<file path="src/rtl/nco_phase_ctrl.sv">
module nco_phase_ctrl #(
  parameter int ACC_W = 32,
  parameter int OFF_W = 16
) (
  input  logic             clk,
  input  logic             rst_n,
  input  logic             car_we,
  input  logic             dev_we,
  input  logic             poff_we,
  input  logic [ACC_W-1:0] wr_data,
  input  logic             dev_en_n,
  input  logic             acc_load_n,
  input  logic [1:0]       quad_sel,
  input  logic             half_range,
  output logic [ACC_W-1:0] phase_out
);
  localparam int LOW_W = ACC_W - OFF_W;

  logic [ACC_W-1:0] car_q, dev_q, acc_q;
  logic [OFF_W-1:0] poff_q;
  logic [ACC_W-1:0] step, fb;
  logic [OFF_W-1:0] quad_add, top;
  logic [ACC_W-1:0] phase_d;

  assign step = car_q + (dev_en_n ? dev_q : '0);
  assign fb   = acc_load_n ? acc_q : '0;

  always_comb begin
    quad_add = '0;
    case (quad_sel)
      2'b01: quad_add = OFF_W'(1) << (OFF_W - 2);
      2'b10: quad_add = OFF_W'(3) << (OFF_W - 2);
      2'b11: quad_add = OFF_W'(1) << (OFF_W - 1);
      default: quad_add = '0;
    endcase
  end

  assign top = acc_q[ACC_W-1:LOW_W] + poff_q + quad_add;

  always_comb begin
    phase_d = {top, acc_q[LOW_W-1:0]};
    if (half_range) phase_d[ACC_W-1] = 1'b0;
  end

  always_ff @(posedge clk) begin
    if (!rst_n) begin
      car_q     <= '0;
      dev_q     <= '0;
      poff_q    <= '0;
      acc_q     <= '0;
      phase_out <= '0;
    end else begin
      if (car_we)  car_q  <= wr_data;
      if (dev_we)  dev_q  <= wr_data;
      if (poff_we) poff_q <= wr_data[OFF_W-1:0];
      acc_q     <= fb + step;
      phase_out <= phase_d;
    end
  end

  assert_load_restart_R5: assert property (@(posedge clk) disable iff (!rst_n)
    !acc_load_n |=> acc_q == $past(car_q + (dev_en_n ? dev_q : '0)));

  assert_zero_step_hold_R3: assert property (@(posedge clk) disable iff (!rst_n)
    (acc_load_n && car_q == '0 && (!dev_en_n || dev_q == '0)) |=> $stable(acc_q));

  assert_dev_kept_R4: assert property (@(posedge clk) disable iff (!rst_n)
    !dev_we |=> dev_q == $past(dev_q));

  assert_low_half_pass_R6: assert property (@(posedge clk) disable iff (!rst_n)
    1'b1 |=> phase_out[LOW_W-1:0] == $past(acc_q[LOW_W-1:0]));

  assert_half_range_msb_R8: assert property (@(posedge clk) disable iff (!rst_n)
    half_range |=> !phase_out[ACC_W-1]);
endmodule

</file>
<file path="config.mk">
export PLATFORM = sky130hd
export DESIGN_NAME = nco_phase_ctrl
export DESIGN_NICKNAME = d
export VERILOG_FILES = /design/src/rtl/nco_phase_ctrl.sv
export SDC_FILE = /design/constraint.sdc
export NUM_CORES = 1
export LEC_CHECK = 0
export ABC_AREA = 1
export BUFFER_PORTS_ARGS = -buffer_cell sky130_fd_sc_hd__buf_4
export CAP_MARGIN = 20
export CORE_MARGIN = 4
export CORE_UTILIZATION = 50
export DETAILED_ROUTE_END_ITERATION = 12
export HOLD_SLACK_MARGIN = 0.03
export PLACE_DENSITY_LB_ADDON = 0.08
export SLEW_MARGIN = 20
export SYNTH_ARGS = -nofsm -noshare
export SYNTH_HDL_FRONTEND = slang
export SYNTH_SLANG_ARGS = --single-unit
</file>
<file path="constraint.sdc">
create_clock -name clk -period 3.6 [get_ports clk]
set_clock_uncertainty 0.15 [all_clocks]
set_input_delay 0.72 -clock clk [delete_from_list [all_inputs] [get_ports clk]]
set_output_delay 0.72 -clock clk [all_outputs]
set_load 0.01 [all_outputs]
</file>
* Yosys cells after proc, flatten, opt, wreduce, memory -nomap -nowiden
Index checks and enable logic that the tools add are counted.
W data, S select, Z words.
** Word-level totals
- Output and inout bits :: 32
- Input port bits :: 42
- Bits in registers :: 144
- Logic and storage cells :: 18
** Operators by class
- Muxes and demuxes :: 3
- Reductions and logical operators :: 1
- Bitwise gates (word level) :: 1
- Equality and inequality tests :: 3
- Add/sub/neg operators :: 4
** Operators by type and width (count)
- $add A32 B32 Y32 :: 2
- $mux W32 :: 2
- $pmux W16 S3 :: 1
- $add A16 B16 Y16 :: 2
- $eq A2 B2 Y1 const B :: 2
- $eq A2 B1 Y1 const B :: 1
- $reduce_or A2 Y1 :: 1
- $not A1 Y1 :: 1

* Depth between registers and ports, before layout
Gate-level depths: netlist of the first run.
- Depth after elaboration :: 3
- Mapped depth :: 16
- Gate-level depth less buffers :: 15

* Worst setup path after synthesis of the first run
OpenSTA, ideal clock, no wires.
- Path type :: input port to flip-flop
- From :: input port acc_load_n
- To :: register acc_q[17]
- Required time :: 3.328 ns
- Stages on the path :: 13
- Slack :: 0.622 ns
- Library setup time :: 0.122 ns
- Arrival time :: 2.706 ns
- Path buffers :: 1
- Cells stage by stage :: clkbuf_1 nand2_1 inv_1 fa_1 fa_1 nand3_1 nand3_1 nand2_1 nand2_1 nand2_1 nand2_1 o21ai_0 a21oi_1
** On the way
- Cells in the longest elaborated chain, start to end :: 2
** RTL lines
- from (decl) :: line 12 : input logic acc_load_n,
- $mux W32 :: line 26 : assign fb = acc_load_n ? acc_q : '0;
- $add A32 B32 Y32 :: line 56 : acc_q <= fb + step;
- to (signal assigned) :: line 56
- to (decl) :: line 19 : logic [ACC_W-1:0] car_q, dev_q, acc_q;
No other way between the ends.
A chain may end at the register's enable or synchronous reset.

* Worst setup path in the final report of the first run
- From :: input port dev_en_n
- To :: register acc_q[24]
** On the way
- Cells in the longest elaborated chain, start to end :: 3
** RTL lines
- from (decl) :: line 11 : input logic dev_en_n,
- $mux W32 :: line 25 : assign step = car_q + (dev_en_n ? dev_q : '0);
- $add A32 B32 Y32 :: line 25
- $add A32 B32 Y32 :: line 56
No other way between the ends.

==> results.tsv, run 1 <==
stage	metric	value	unit
worst_setup_path	Startpoint Class	input pin	
placement	DP HPWL	18200	um
synthesis	Post-synth top cells	nand2_1 (310), nor2_1 (229), inv_1 (192)	
grt	vias in the first global route	7563	
route	vias per inst	4.98	
cts	CTS tree	built	
synthesis	EDFF count, synth	0	
synthesis	top cells by area, synth	dfxtp_1 (33%), nand2_1 (13%), nor2_1 (9.9%), ha_1 (8.6%), inv_1 (8.3%)	
cells_and_area	Area growth, synth to finish	16.1	%
cts	root buffer cell	clkbuf_16	
route	met2 wire length	11100	um
synthesis	area leader, netlist	dfxtp_1	
cts	Setup Buffers After CTS	0	
worst_setup_path	Critical Path RT	3.78	ns
sta	fin crit share	87.5	%
power_and_ir_drop	Power Total	4.73	mW
synthesis	top cell type's share of synthesized area	33.1	%
sta	Final Hold Vio Count	0	
worst_setup_path	CP endpoint kind	flip-flop	
power_and_ir_drop	Sw Ratio	32.3	%
sta	setup TNS	0	ns
worst_setup_path	crit path kind	input pin to flip-flop	
cts	Post-CTS Resized	0	
synthesis	Mapped Area	0.00870	mm^2
cells_and_area	layout cell share with drive strength beyond 1	11.6	%
grt	first-pass GRT wire length	39400	um
grt	initial antenna violation count	0	
power_and_ir_drop	worst vdd ir	0.339	mV
floorplanning	die area	0.0196	mm^2
synthesis	Synth Register Bits	144	
power_and_ir_drop	internal power	3.20	mW
sta	RSZ-0062 raised after global routing	false	
job	Max-Cap Viols	0	
power_and_ir_drop	Clk pwr share	36.7	%
route	1st-pass router iterations	5	
cts	clock sinks	144	
route	DR WL met3	1140	um
floorplanning	die height	140	um
floorplanning	starting density of the core	51.7	%
power_and_ir_drop	Power Dens Cells	468	mW/mm^2
sta	actual slew at the worst max-slew pin	0.565	ns
route	met1 wire length	11400	um
route	post-route ant nets	0	
sta	slew margin rel.	62.3	%
route	vias	7881	
route	final wirelength	23900	um
sta	Setup Viol. Count Final	0	
placement	Port Buf Inserts	73	
sta	fin crit period	3.15	ns
synthesis	ys async rst share	0	%
synthesis	most used standard cell by instance count after synthesis	nand2_1	
cells_and_area	NumNets Final	1486	
power_and_ir_drop	Flop pwr share	39.6	%
placement	GPL Wtd Cong	0.941	
synthesis	Cell variety after synth	35	
power_and_ir_drop	part of the power in combinational logic	23.7	%
synthesis	number of synthesis warnings	0	
cts	TritonCTS Buffers	17	
floorplanning	num rows	47	
cts	CTS clock-pin slew for the worst setup and hold paths	0.06	ns
power_and_ir_drop	sw power	1.53	mW
floorplanning	Die W	140	um
cts	Hold-fix buffers, CTS	0	
run_status	status	completed	
cts	CTS H-Tree Depth	4	
sta	max-slew violations	0	
synthesis	post-synth net total	1409	
sta	Achievable Freq	317	MHz
route	drc violations	0	
worst_setup_path	CP Max Fanout	20	
synthesis	Top FF cell, synth	dfxtp_1	
grt	largest net degree at the start of global routing	59	
synthesis	Avg Cell Area, Syn	6.83	um^2
worst_setup_path	arrival time worst endpoint	3.34	ns
power_and_ir_drop	leakage power	5.85	nW
grt	GRT Util Overall	25.2	%
floorplanning	Core ar.	0.0168	mm^2
floorplanning	IO Count	74	
cts	CTS max path bufs	2	
cells_and_area	Diodes inserted	0	
route	Max Used Layer	met4	
synthesis	Syn Inst Count	1273	
route	mean routed wirelength per cell	15.1	um
synthesis	post-synthesis sequential area ratio	33.1	%
grt	gr ovfl total	0	
cts	Worst-Skew Late Latency	0.43	ns
hold_path	min-delay worst type	flip-flop to flip-flop	
route	initial drt markers	559	
## area by class of cell
| cell class | count | area, um^2 |
|---|---|---|
| fillers | 1635 | 6720 |
| well taps | 220 | 275 |
| clock buffers | 21 | 470 |
| clock inverters | 11 | 104 |
| flip-flops and latches | 144 | 2880 |
| multi-input cells | 895 | 4920 |
| repair buffers | 93 | 698 |
| inverters | 199 | 747 |
## per-layer routing
layer | track usage [%] | up-vias
met1 | 35.1 | 3599
met2 | 41.8 | 184
met5 | 0 | -
met4 | 5.30 | 0
met3 | 3.99 | 17
li1 | - | 4081
## worst max-delay path: stages
cell and delay, ns:
buf_4 0.27, buf_4 0.29, nand2_1 0.08, inv_1 0.06, fa_1 0.41, ha_1 0.39, nand2_1 0.10, inv_1 0.10
nand2_1 0.09, nor3_1 0.27, nand3_1 0.16, nand4_1 0.11, nand2_1 0.07, nor2_1 0.21
## path summary, 6_finish.rpt
kind	startpoint	endpoint	slack, ns	depth (start not counted)
min reg2reg	acc_q[6]$_SDFF_PN0_	phase_out[6]$_SDFF_PN0_	0.28	2
max reg2reg	acc_q[1]$_SDFF_PN0_	acc_q[21]$_SDFF_PN0_	0.69	14
min	acc_q[6]$_SDFF_PN0_	phase_out[6]$_SDFF_PN0_	0.28	2
max	dev_en_n	acc_q[24]$_SDFF_PN0_	0.45	14
## registers in the layout, summed over array words and instances (netlist names)
register,flops
acc_q,32
car_q,32
dev_q,32
phase_out,32
poff_q,16
## cell families (layout without fill, tap and decap cells)
| kind of cell | count (synthesis) | after routing | synth area share [%] |
|---|---|---|---|
| AOI/OAI and AO/OA | 179 | 179 | 10.8 |
| xor gates and xnor gates | 7 | 7 | 0.705 |
| adders and majority gates | 94 | 94 | 16.5 |
| buffers and inverters | 234 | 324 | 10.3 |
| DFF | 144 | 144 | 33.1 |
| and+or+nand+nor | 615 | 615 | 28.6 |
## power groups by stage
stage	registers (mW)	clock network (mW)	logic, mW
final	1.87	1.74	1.12
after global routing	1.89	1.83	1.29
after CTS	1.87	1.76	1.13
after detailed placement	1.91	0	1.11
after global placement	1.91	0	1.11
after floorplan	1.89	0	0.735
## per-stage QoR
| step | cells | hold slack (ns) | cell area, um^2 | utilization, % | setup slack (ns) |
|---|---|---|---|---|---|
| 2_1_floorplan | 1273 | 0.257 | 8700 | - | 0.622 |
| 3_3_place_gp | 1551 | 0.272 | 9530 | 56.6 | 0.0386 |
| 3_5_place_dp | 1551 | 0.271 | 9530 | 56.6 | 0.0387 |
| 4_1_cts | 1583 | 0.280 | 10100 | 60.1 | 0.477 |
| 5_1_grt | 1583 | 0.302 | 10100 | 60.1 | 0.218 |
| 6_report | 1583 | 0.275 | 10100 | 60.1 | 0.448 |
## placed cells by master (no fill, tap or decap), types with 11 or more instances in the layout
| cell type | netlist | final |
|---|---|---|
| a21oi_1 | 61 | 61 |
| buf_4 | 1 | 93 |
| clkbuf_16 | 0 | 17 |
| dfxtp_1 | 144 | 144 |
| fa_1 | 34 | 34 |
| ha_1 | 60 | 60 |
| inv_1 | 192 | 192 |
| nand2_1 | 310 | 310 |
| nand2_2 | 11 | 11 |
| nand3_1 | 38 | 38 |
| nor2_1 | 229 | 229 |
| o21ai_0 | 101 | 101 |
No activity file was read; power rests on OpenSTA's default activity.
==> inputs of run 2 (changes only) <==
--- a/config.mk
+++ b/config.mk
@@ -8,8 +8,9 @@
 export ABC_AREA = 1
 export BUFFER_PORTS_ARGS = -buffer_cell sky130_fd_sc_hd__buf_4
 export CAP_MARGIN = 20
-export CORE_MARGIN = 4
-export CORE_UTILIZATION = 50
+export CELL_PAD_IN_SITES_DETAIL_PLACEMENT = 2
+export CELL_PAD_IN_SITES_GLOBAL_PLACEMENT = 2
+export CORE_UTILIZATION = 34
 export DETAILED_ROUTE_END_ITERATION = 12
 export HOLD_SLACK_MARGIN = 0.03
 export PLACE_DENSITY_LB_ADDON = 0.08
==> run 2 against run 1 <==
First-iteration DRC count is 47% lower. Final cell count is 7.1% higher. Combinational power up 11%. Sequential share of layout area is 0.65 points lower. Sequential cell count unchanged. Non-clock buffer count increased by 3. Count of clock-buffer cells in the layout down 4. Via count increased by 6.1%. Global-route usage rose by 0.37 points. Die area up 34%. Largest cell class unchanged.
==> results.tsv, run 2 (synthesis results as in run 1) <==
stage	metric	value	unit	change
cells_and_area	most common cell after layout, fill and taps aside	nand2_1		unchanged
sta	setup TNS	0	ns	unchanged
cells_and_area	Reg area	0.00288	mm^2	unchanged
cts	root buffer cell	clkbuf_16		unchanged
grt	first-pass GRT wire length	50800	um	was 39400 um
sta	Setup Viol. Count Final	0		unchanged
cts	Worst-Skew Late Latency	0.44	ns	was 0.43 ns
floorplanning	die height	162	um	was 140 um
placement	Port Buf Inserts	73		unchanged
cts	Post-CTS Resized	0		unchanged
route	1st-pass router iterations	4		was 5
placement	DP HPWL	25100	um	was 18200 um
cells_and_area	most frequent cells in the layout	nand2_1 (310), nor2_1 (229), inv_1 (192), dfxtp_1 (144), o21ai_0 (101)		unchanged
sta	actual slew at the worst max-slew pin	0.631	ns	was 0.565 ns
grt	gr ovfl total	0		unchanged
sta	RSZ-0062 raised after global routing	false		unchanged
power_and_ir_drop	worst vdd ir	0.294	mV	was 0.339 mV
power_and_ir_drop	Flop pwr share	37.8	%	was 39.6%
cts	Hold-fix buffers, CTS	0		unchanged
worst_setup_path	Critical Path RT	3.77	ns	was 3.78 ns
cts	CTS clock-pin slew for the worst setup and hold paths	0.08	ns	was 0.06 ns
grt	vias in the first global route	9405		was 7563
power_and_ir_drop	part of the power in combinational logic	24.6	%	was 23.7%
sta	fin crit period	3.08	ns	was 3.15 ns
placement	GPL Wtd Cong	0.858		was 0.941
power_and_ir_drop	sw power	1.80	mW	was 1.53 mW
cells_and_area	layout cell share with drive strength beyond 1	11.9	%	was 11.6%
cells_and_area	NumNets Final	1489		was 1486
power_and_ir_drop	internal power	3.23	mW	was 3.20 mW
cells_and_area	Multi-input gate area	0.00492	mm^2	unchanged
power_and_ir_drop	Sw Ratio	35.8	%	was 32.3%
floorplanning	num rows	58		was 47
cts	Setup Buffers After CTS	0		unchanged
grt	largest net degree at the start of global routing	100		was 59
power_and_ir_drop	Clk pwr share	37.6	%	was 36.7%
cts	CTS tree	built		unchanged
cts	TritonCTS Buffers	17		unchanged
route	vias	8358		was 7881
floorplanning	Core ar.	0.0251	mm^2	was 0.0168 mm^2
cells_and_area	Fillers	2993		was 1635
hold_path	min-delay worst type	flip-flop to flip-flop		unchanged
cells_and_area	post-layout util	41.2	%	was 60.1%
floorplanning	starting density of the core	34.6	%	was 51.7%
route	final wirelength	32100	um	was 23900 um
floorplanning	Die W	162	um	was 140 um
sta	Min Hold Slack	0.284	ns	was 0.275 ns
floorplanning	IO Count	74		unchanged
cts	clock sinks	144		unchanged
worst_setup_path	CP endpoint kind	flip-flop		unchanged
sta	slew margin rel.	57.9	%	was 62.3%
cells_and_area	Area growth, synth to finish	18.8	%	was 16.1%
cts	CTS H-Tree Depth	4		unchanged
route	drc violations	0		unchanged
cells_and_area	Diodes inserted	0		unchanged
sta	fin crit share	85.5	%	was 87.5%
job	Max-Cap Viols	0		unchanged
worst_setup_path	arrival time worst endpoint	3.25	ns	was 3.34 ns
cts	CTS max path bufs	2		unchanged
power_and_ir_drop	leakage power	5.90	nW	was 5.85 nW
cells_and_area	Finished Layout Cells	1696		was 1583
route	initial drt markers	297		was 559
worst_setup_path	crit path kind	input pin to flip-flop		unchanged
sta	Achievable Freq	325	MHz	was 317 MHz
power_and_ir_drop	Power Dens Cells	487	mW/mm^2	was 468 mW/mm^2
grt	GRT Util Overall	25.6	%	was 25.2%
placement	Cells after DPL	1664		was 1551
worst_setup_path	Startpoint Class	input pin		unchanged
run_status	status	completed		unchanged
worst_setup_path	CP Max Fanout	18		was 20
sta	max-slew violations	0		unchanged
route	vias per inst	4.93		was 4.98
sta	Final Hold Vio Count	0		unchanged
floorplanning	die area	0.0262	mm^2	was 0.0196 mm^2
route	post-route ant nets	0		unchanged
route	mean routed wirelength per cell	18.9	um	was 15.1 um
grt	initial antenna violation count	0		unchanged
## run 2: worst paths after layout
check / from / to / slack (ns) / cells after the start
worst max-delay path: acc_load_n / acc_q[30]$_SDFF_PN0_ / 0.52 / 16
worst min-delay path: acc_q[2]$_SDFF_PN0_ / phase_out[2]$_SDFF_PN0_ / 0.28 / 2
worst max register to register: acc_q[25]$_SDFF_PN0_ / acc_q[30]$_SDFF_PN0_ / 0.75 / 15
worst min register to register: acc_q[2]$_SDFF_PN0_ / phase_out[2]$_SDFF_PN0_ / 0.28 / 2
## run 2: area by class of cell
class                   instances  area share (%)
inverters                     199            7.23
flip-flops and latches        144            27.9
well taps                     330            4.00
clock buffers                  17            4.12
multi-input cells             895            47.6
clock inverters                15            1.80
repair buffers                 96            7.34
## run 2: routing by layer
layer  vias up  global-route usage (%)  part of all wire, %
met3        35                    4.21                  2.7
li1       4084                       -                    -
met5         -                       0                    0
met2       111                    46.6                   51
met1      4128                    30.5                   44
met4         0                    7.89                  2.1
## run 2: per-stage QoR
stage	area (um^2)	setup WS (ns)	total power, mW
2_1_floorplan	8700	0.622	2.62
3_3_place_gp	9720	0.174	3.12
3_5_place_dp	9720	0.0871	3.16
4_1_cts	10300	0.502	5.10
5_1_grt	10300	0.345	5.31
6_report	10300	0.520	5.03
## run 2: power groups by stage
stage               registers [mW]  logic [mW]  clock network [mW]
floorplan                     1.89       0.735                   0
global placement              1.93        1.18                   0
detailed placement            1.94        1.23                   0
CTS                           1.90        1.25                1.94
global route                  1.92        1.39                2.00
finish                        1.90        1.24                1.89
## run 2: worst max-delay path: stages
cell and delay [ns]:
buf_4 0.23, buf_12 0.20, nand2_1 0.08, inv_1 0.12
fa_1 0.46, ha_1 0.39, nand2_2 0.15, inv_1 0.06
nand2_1 0.09, nand2_1 0.11, nand2_1 0.08, nand2_1 0.08
a21oi_1 0.21, nand3_1 0.13, nand2_1 0.08, nor2_1 0.04
